**config.mk**
```make
export PLATFORM = sky130hd
export DESIGN_NAME = mreg_store_seq
export DESIGN_NICKNAME = d
export VERILOG_FILES = /design/src/rtl/msq_pkg.sv /design/src/rtl/msq_count_init.sv /design/src/rtl/msq_byte_pick.sv /design/src/rtl/mreg_store_seq.sv
export SDC_FILE = /design/constraint.sdc
export NUM_CORES = 1
export LEC_CHECK = 0
export BUFFER_PORTS_ARGS = -buffer_cell sky130_fd_sc_hd__buf_2
export CAP_MARGIN = 10
export CORE_MARGIN = 2
export CORE_UTILIZATION = 50
export DETAILED_ROUTE_END_ITERATION = 7
export GPL_TIMING_DRIVEN = 0
export PLACE_DENSITY_LB_ADDON = 0.08
export SLEW_MARGIN = 10
export SYNTH_ARGS = -nofsm -noshare
export SYNTH_HDL_FRONTEND = slang
export SYNTH_HIERARCHICAL = 1
export SYNTH_SLANG_ARGS = --single-unit
```
**constraint.sdc**
```tcl
create_clock -name clk -period 3.85 [get_ports clk]
set_clock_uncertainty 0.05 [all_clocks]
set_input_delay 0.1925 -clock clk [delete_from_list [all_inputs] [get_ports clk]]
set_output_delay 0.1925 -clock clk [all_outputs]
set_load 0.02 [all_outputs]
```
**src/rtl/msq_pkg.sv**
```systemverilog
// Shared types for the multi-register store sequencer.
// Assumes a register file with a combinational read port.
package msq_pkg;
    typedef enum logic [2:0] {
        ST_IDLE  = 3'd0,
        ST_BASE  = 3'd1,
        ST_INDEX = 3'd2,
        ST_RUN   = 3'd3,
        ST_DONE  = 3'd4
    } seq_state_e;

    localparam logic [1:0] OP_WORDS   = 2'd0;
    localparam logic [1:0] OP_STR_IMM = 2'd1;
    // op[1] set selects the indexed string form (codes 2 and 3)
endpackage

```
**src/rtl/msq_count_init.sv**
```systemverilog
// Computes the number of transfers for a new command.
// Word block: registers from rs to the last one. Immediate string: nb,
// with 0 meaning the full field range. Indexed string: transfer count.
// Assumes CNT_W is wide enough to hold NREG and 2**NB_W.
module msq_count_init #(
    parameter int NREG   = 32,
    parameter int NB_W   = 5,
    parameter int CNT_W  = 7,
    parameter int RIDX_W = 5
) (
    input  logic [1:0]        op,
    input  logic [RIDX_W-1:0] rs,
    input  logic [NB_W-1:0]   nb,
    input  logic [CNT_W-1:0]  xcount,
    output logic [CNT_W-1:0]  count
);
    import msq_pkg::*;
    localparam logic [CNT_W-1:0] NB_FULL = CNT_W'(1 << NB_W);

    // Select the count source by command kind
    always_comb begin
        if (op[1])
            count = xcount;
        else if (op == OP_STR_IMM)
            count = (nb == '0) ? NB_FULL : CNT_W'(nb);
        else
            count = CNT_W'(NREG) - CNT_W'(rs);
    end
endmodule

```
**src/rtl/msq_byte_pick.sv**
```systemverilog
// Forms write data: whole word for word writes, or one byte lane
// (lane 0 = most significant) zero-extended into the low byte.
// Assumes XLEN is a multiple of 8.
module msq_byte_pick #(
    parameter int XLEN   = 32,
    parameter int LANE_W = 2
) (
    input  logic [XLEN-1:0]   word,
    input  logic [LANE_W-1:0] lane,
    input  logic              is_word,
    output logic [XLEN-1:0]   data
);
    localparam int BYTES = XLEN / 8;

    logic [7:0] lanes [BYTES];

    // Slice the word into lanes, most significant byte as lane 0
    for (genvar g = 0; g < BYTES; g++) begin : g_lane
        assign lanes[g] = word[XLEN-1-8*g -: 8];
    end

    // Choose full word or the selected lane
    always_comb begin
        if (is_word)
            data = word;
        else
            data = {{(XLEN-8){1'b0}}, lanes[lane]};
    end
endmodule

```
**src/rtl/mreg_store_seq.sv**
```systemverilog
// Multi-register store sequencer top. Reads the base (and index)
// register, then streams words or bytes from consecutive registers to
// a valid/ready write port, wrapping register numbers after NREG-1.
// Assumes rf_rdata follows rf_raddr in the same cycle and that the
// register file is not written while a command runs.
module mreg_store_seq #(
    parameter int XLEN  = 32,
    parameter int NREG  = 32,
    parameter int NB_W  = 5,
    parameter int CNT_W = 7,
    parameter int DISP_W = 16
) (
    input  logic                     clk,
    input  logic                     rst_n,
    input  logic                     cmd_valid,
    input  logic [1:0]               cmd_op,
    input  logic [$clog2(NREG)-1:0]  cmd_rs,
    input  logic [$clog2(NREG)-1:0]  cmd_ra,
    input  logic [$clog2(NREG)-1:0]  cmd_rb,
    input  logic [DISP_W-1:0]        cmd_disp,
    input  logic [NB_W-1:0]          cmd_nb,
    input  logic [CNT_W-1:0]         xfer_count,
    output logic                     cmd_ready,
    output logic [$clog2(NREG)-1:0]  rf_raddr,
    input  logic [XLEN-1:0]          rf_rdata,
    output logic                     mem_valid,
    output logic [XLEN-1:0]          mem_addr,
    output logic [XLEN-1:0]          mem_data,
    output logic                     mem_word,
    input  logic                     mem_ready,
    output logic                     done
);
    import msq_pkg::*;

    localparam int RIDX_W = $clog2(NREG);
    localparam int BYTES  = XLEN / 8;
    localparam int LANE_W = $clog2(BYTES);
    localparam logic [RIDX_W-1:0] LAST_REG  = RIDX_W'(NREG - 1);
    localparam logic [LANE_W-1:0] LAST_LANE = LANE_W'(BYTES - 1);

    seq_state_e          state;
    logic [1:0]          op_q;
    logic [RIDX_W-1:0]   ra_q, rb_q, cur_reg;
    logic [DISP_W-1:0]   disp_q;
    logic [CNT_W-1:0]    left, init_count;
    logic [LANE_W-1:0]   lane;
    logic [XLEN-1:0]     ea, base, offset;
    logic                is_word;

    assign is_word = (op_q == OP_WORDS);

    msq_count_init #(
        .NREG(NREG), .NB_W(NB_W), .CNT_W(CNT_W), .RIDX_W(RIDX_W)
    ) u_count (
        .op(cmd_op), .rs(cmd_rs), .nb(cmd_nb), .xcount(xfer_count),
        .count(init_count)
    );

    msq_byte_pick #(.XLEN(XLEN), .LANE_W(LANE_W)) u_pick (
        .word(rf_rdata), .lane(lane), .is_word(is_word), .data(mem_data)
    );

    // Register-file read address: base, then index, then the data stream
    always_comb begin
        case (state)
            ST_BASE:  rf_raddr = ra_q;
            ST_INDEX: rf_raddr = rb_q;
            default:  rf_raddr = cur_reg;
        endcase
    end

    // Base is zero for register number 0; word block adds the displacement
    always_comb begin
        base   = (ra_q == '0) ? '0 : rf_rdata;
        offset = is_word ? {{(XLEN-DISP_W){disp_q[DISP_W-1]}}, disp_q} : '0;
    end

    assign cmd_ready = (state == ST_IDLE);
    assign mem_valid = (state == ST_RUN);
    assign mem_addr  = ea;
    assign mem_word  = is_word;
    assign done      = (state == ST_DONE);

    // Sequencer state, address, register index and remaining count
    always_ff @(posedge clk) begin
        if (!rst_n) begin
            state   <= ST_IDLE;
            op_q    <= '0;
            ra_q    <= '0;
            rb_q    <= '0;
            cur_reg <= '0;
            disp_q  <= '0;
            left    <= '0;
            lane    <= '0;
            ea      <= '0;
        end else begin
            case (state)
                ST_IDLE: if (cmd_valid) begin
                    op_q    <= cmd_op;
                    ra_q    <= cmd_ra;
                    rb_q    <= cmd_rb;
                    cur_reg <= cmd_rs;
                    disp_q  <= cmd_disp;
                    left    <= init_count;
                    lane    <= '0;
                    state   <= ST_BASE;
                end
                ST_BASE: begin
                    ea    <= base + offset;
                    state <= op_q[1] ? ST_INDEX : ST_RUN;
                end
                ST_INDEX: begin
                    ea    <= ea + rf_rdata;
                    state <= (left == '0) ? ST_DONE : ST_RUN;
                end
                ST_RUN: if (mem_ready) begin
                    ea   <= ea + (is_word ? XLEN'(BYTES) : XLEN'(1));
                    left <= left - 1'b1;
                    if (is_word || lane == LAST_LANE) begin
                        cur_reg <= (cur_reg == LAST_REG) ? '0 : cur_reg + 1'b1;
                        lane    <= '0;
                    end else begin
                        lane <= lane + 1'b1;
                    end
                    if (left == CNT_W'(1))
                        state <= ST_DONE;
                end
                default: state <= ST_IDLE;
            endcase
        end
    end

    // A stalled write keeps address, data and size
    assert_hold_R7: assert property (@(posedge clk) disable iff (!rst_n)
        mem_valid && !mem_ready |=> mem_valid && $stable(mem_addr)
                                    && $stable(mem_data) && $stable(mem_word));

    // Word writes advance the address by the word size
    assert_word_step_R7: assert property (@(posedge clk) disable iff (!rst_n)
        mem_valid && mem_ready && mem_word |=>
            !mem_valid || mem_addr == $past(mem_addr) + XLEN'(BYTES));

    // Byte writes advance the address by one
    assert_byte_step_R7: assert property (@(posedge clk) disable iff (!rst_n)
        mem_valid && mem_ready && !mem_word |=>
            !mem_valid || mem_addr == $past(mem_addr) + XLEN'(1));

    // Byte writes carry nothing above the low byte
    assert_byte_zero_R5: assert property (@(posedge clk) disable iff (!rst_n)
        mem_valid && !mem_word |-> mem_data[XLEN-1:8] == '0);

    // Word block ends with the last register
    assert_last_reg_R1: assert property (@(posedge clk) disable iff (!rst_n)
        mem_valid && mem_ready && mem_word && rf_raddr == LAST_REG |=> !mem_valid);

    // Completion is a single-cycle pulse
    assert_done_pulse_R9: assert property (@(posedge clk) disable iff (!rst_n)
        done |=> !done);

    // Completion after a write only once that write was accepted
    assert_done_after_R9: assert property (@(posedge clk) disable iff (!rst_n)
        done && $past(mem_valid) |-> $past(mem_ready));

    // Ready to take a command only with nothing in flight
    assert_idle_R10: assert property (@(posedge clk) disable iff (!rst_n)
        cmd_ready |-> !mem_valid && !done);
endmodule

```
==> flow_summary_export.csv <==
group,metric,value,unit
status,outcome,"complete, no violations",
yosys,synth_area_leaders,"dfxtp_1 (19%), ha_1 (11%), a21oi_1 (8.4%), and2_1 (6.1%), nand2_1 (6.1%)",
cts,htreeDepth,3,
setup_path,arrival,3930,ps
global_route,first_global_vias,7664,
power_and_ir_drop,p_per_area,716.1,nW/um^2
sta,worstMarginPinSlew,788.1,ps
global_route,grtUsageMet3,4.387,%
cts,hold_buffers,0,
global_route,grt_max_degree,18,
min_path,min_delay_worst_endpoint,"rb_q[1]",
setup_path,cp.required,4050,ps
yosys,synth_warnings,6,
setup_path,path_buf_inv,1,
setup_path,rr_endpoint,"mem_addr[24]",
route,drtIter0Drc,615,
route,wl,26950,um
yosys,synthCells,1101,
cts,clock_path_buffers,2,
setup_path,cp_max_fo,4,
yosys,synthesis.nets,1253,
finish,nNetsFinal,1428,
yosys,synth_top_area_share,19.37,%
job,max-cap-violations,0,
cts,clk_pin_slew,70,ps
power_and_ir_drop,clkPwrFrac,11.9,%
route,via_per_inst,5.836,
global_route,grt_antenna_before_repair,1,
setup_path,max_stage_delay,560,ps
placed_design,place_ws,-868.2,ps
cts,root_buffer,"clkbuf_16",
yosys,synth_edf_count,0,
sta,setup_viol,0,
route,avgRoutedWirePerCell,17.99,um
yosys,synth.avg_cell_area,7.229,um^2
yosys,yosys.area.top_type,"dfxtp_1",
power_and_ir_drop,vdd_drop_max,0.0004027,V
sta,max_freq,0.2678,GHz
min_path,min_from,"cmd_rb[1]",
die,die_area,16940,um^2
setup_path,crit_cells,15,
setup_path,critPathLaunchType,"flip-flop",
route,first_pass_iters,8,
sta,fin_hold_ws,24.38,ps
power_and_ir_drop,p_sw_share,52.33,%
global_route,met1_usage,43.43,%
global_route,grt_pass1_wl,41010,um
yosys,yosysSeqAreaShare,19.37,%
setup_path,endpoint_kind,"flip-flop",
sta,period_share,96.99,%
cts,cts_made_buffers,9,
power_and_ir_drop,combinationalPowerShare,70.0,%
power_and_ir_drop,switchingPower,3618,uW
cts,cts_tree,"built",
placed_design,placed_area,9000,um^2
sta,slew_viol_final,0,
sta,fin_crit,3734,ps
yosys,ys_dominant_reg_cell,"dfxtp_1",
cts,clk-insertion-delay-late,360,ps
setup_path,cp_top_family,"simple AND/OR/NAND/NOR gates",
setup_path,crit_type,"flip-flop to flip-flop",
yosys,synthDistinctLibCells,77,
finish,drive_gt1_share,21.08,%
yosys,synth_seq_cells,77,
power_and_ir_drop,leakage,0.004299,uW
finish,largest_register_ffs,32,
route,antenna_left,0,
power_and_ir_drop,p_seq_share,18.1,%
global_route,busiest_layer,"met2",
finish,final_cell_area,9654,um^2
sta,hold_viol,0,
die,die_width,130.2,um
setup_path,reg2reg_depth,15,
min_path,min_path_cells,3,
setup_path,crit_chain,"or4_4 > nor2_4 > buf_8 > nor2b_1 > ha_2 > fa_2 > a211oi_2 > o21ai_1 > a21oi_2 > o31a_2 > o21ai_2 > a21oi_2 > o21ai_1 > or3_1 > and3_1",
cts,cts.sinks,77,
setup_path,reg2reg_slack,120,ps
setup_path,slowest_stage,"or4_4",
yosys,synth_async_sr_flop_share,0,%
die,rows,46,
die,core_area,15710,um^2
global_route,grtUsageTotal,31.20,%
yosys,syn_area,7959,um^2
sta,slew_headroom,47.46,%
placed_design,dp_hpwl,21230,um
setup_path,rr_startpoint,"ra_q[3]",
finish,synthToLayoutAreaGrowth,21.30,%
placed_design,port_buffers,153,
die,io-pin-count,154,
global_route,use_met2,50.05,%
power_and_ir_drop,p_int,3296,uW
die,start_util,50.65,%
global_route,grt_remaining_overflow,0,
min_path,hold_class,"primary input to flip-flop",
route,routed-via-count,8742,
die,fp.dieH,130.2,um
route,drc,0,
sta,setup_ws,116.0,ps
placed_design,place_congestion,0.9841,
[synthesized netlist by cell type, types with 4 or more instances]
cell type and n:
a21o_1 37, o21ai_0 65, a221oi_1 13, a31oi_1 9, buf_6 5, nand4_1 8, nand2_1 129, clkbuf_1 41
a21oi_1 133, o31ai_1 5, or3_1 5, o21a_1 6, buf_1 5, nor4b_1 8, inv_1 29, buf_2 4
o211ai_1 5, o21bai_1 7, o21ai_1 4, and3_1 5, xor2_1 23, and2_1 78, nor2_1 90, a311oi_1 6
xnor2_1 32, o22ai_1 8, mux2i_1 12, dfxtp_1 77, nor2b_1 37, buf_4 6, ha_1 69, a211oi_1 27
nand3_1 20, nor3_1 30
[cells by family (layout without fill, tap and decap cells)]
logic type / Yosys count / in the layout / synth area share [%]
simple gates: 426 / 426 / 26.38
compound gates: 363 / 363 / 29.43
buf+inv: 94 / 274 / 5.486
flops: 77 / 77 / 19.37
fa+ha+maj: 71 / 71 / 11.35
xor+xnor: 55 / 55 / 6.052
mux: 15 / 15 / 1.934
other cells: 0 / 1 / 0
[layout make-up]
| cell class | instances | area (um^2) |
|---|---|---|
| multi-input cells | 930 | 6217 |
| fillers | 1496 | 6058 |
| flip-flops and latches | 77 | 1543 |
| repair buffers | 169 | 885.9 |
| plain buffers | 60 | 342.8 |
| well taps | 216 | 270.3 |
| clock buffers | 10 | 229.0 |
| inverters | 29 | 116.4 |
| clock inverters | 6 | 47.55 |
| diodes | 1 | 2.502 |
[tightest hold or removal path: stages]
cell     delay [ps]
buf_2            90
nand2_1          40
a21oi_1          50
[through the flow]
stage / cells / util (%) / setup TNS (ps) / power, uW
final: 1498 / 61.44 / 0 / 6914
after global routing: 1497 / 61.43 / -17.60 / 7421
after CTS: 1493 / 60.15 / 0 / 6704
after detailed placement: 1470 / 57.28 / -11170 / 5746
after global placement: 1470 / 57.28 / -9981 / 5715
after floorplan: 1101 / - / 0 / 4520
[power groups by stage]
stage | logic, uW | registers, uW | clock network (uW)
floorplan | 3200 | 1320 | 0
global placement | 4480 | 1230 | 0
detailed placement | 4510 | 1240 | 0
CTS | 4650 | 1230 | 824
global route | 5280 | 1280 | 862
finish | 4840 | 1250 | 822
[cell usage in the layout, fill, tap and decap left out, types with 20 or more instances in the layout]
master,instances
clkbuf_1,32
dfxtp_1,76
xor2_1,23
a21oi_1,124
o21ai_0,62
a211oi_1,20
ha_1,64
a21o_1,37
nor3_1,30
nor2_1,88
buf_4,22
inv_1,28
nor2b_1,36
buf_2,155
xnor2_1,31
nand2_1,128
and2_1,78
[worst max path at each step]
| stage | startpoint | end | slack [ps] |
|---|---|---|---|
| floorplan | state[1] | mem_addr[27] | 30 |
| global placement | state[1] | mem_addr[30] | -810 |
| detailed placement | state[1] | mem_addr[30] | -870 |
| CTS | ra_q[3] | mem_addr[31] | 2 |
| global route | state[1] | mem_addr[27] | -20 |
| finish | ra_q[3] | mem_addr[24] | 120 |
[what timing repair did]
item	4_1_cts	5_1_grt
pin swaps	12	22
setup endpoints to repair	23	16
buffers inserted	10	6
resized for setup	31	41
[layer usage]
metal | routed length [um] | vias to the layer above
met5 | 0 | -
li1 | - | 4323
met1 | 12180 | 4013
met2 | 12260 | 356
met3 | 1815 | 50
met4 | 687 | 0
Note: power is estimated with default switching activity, not from simulation.
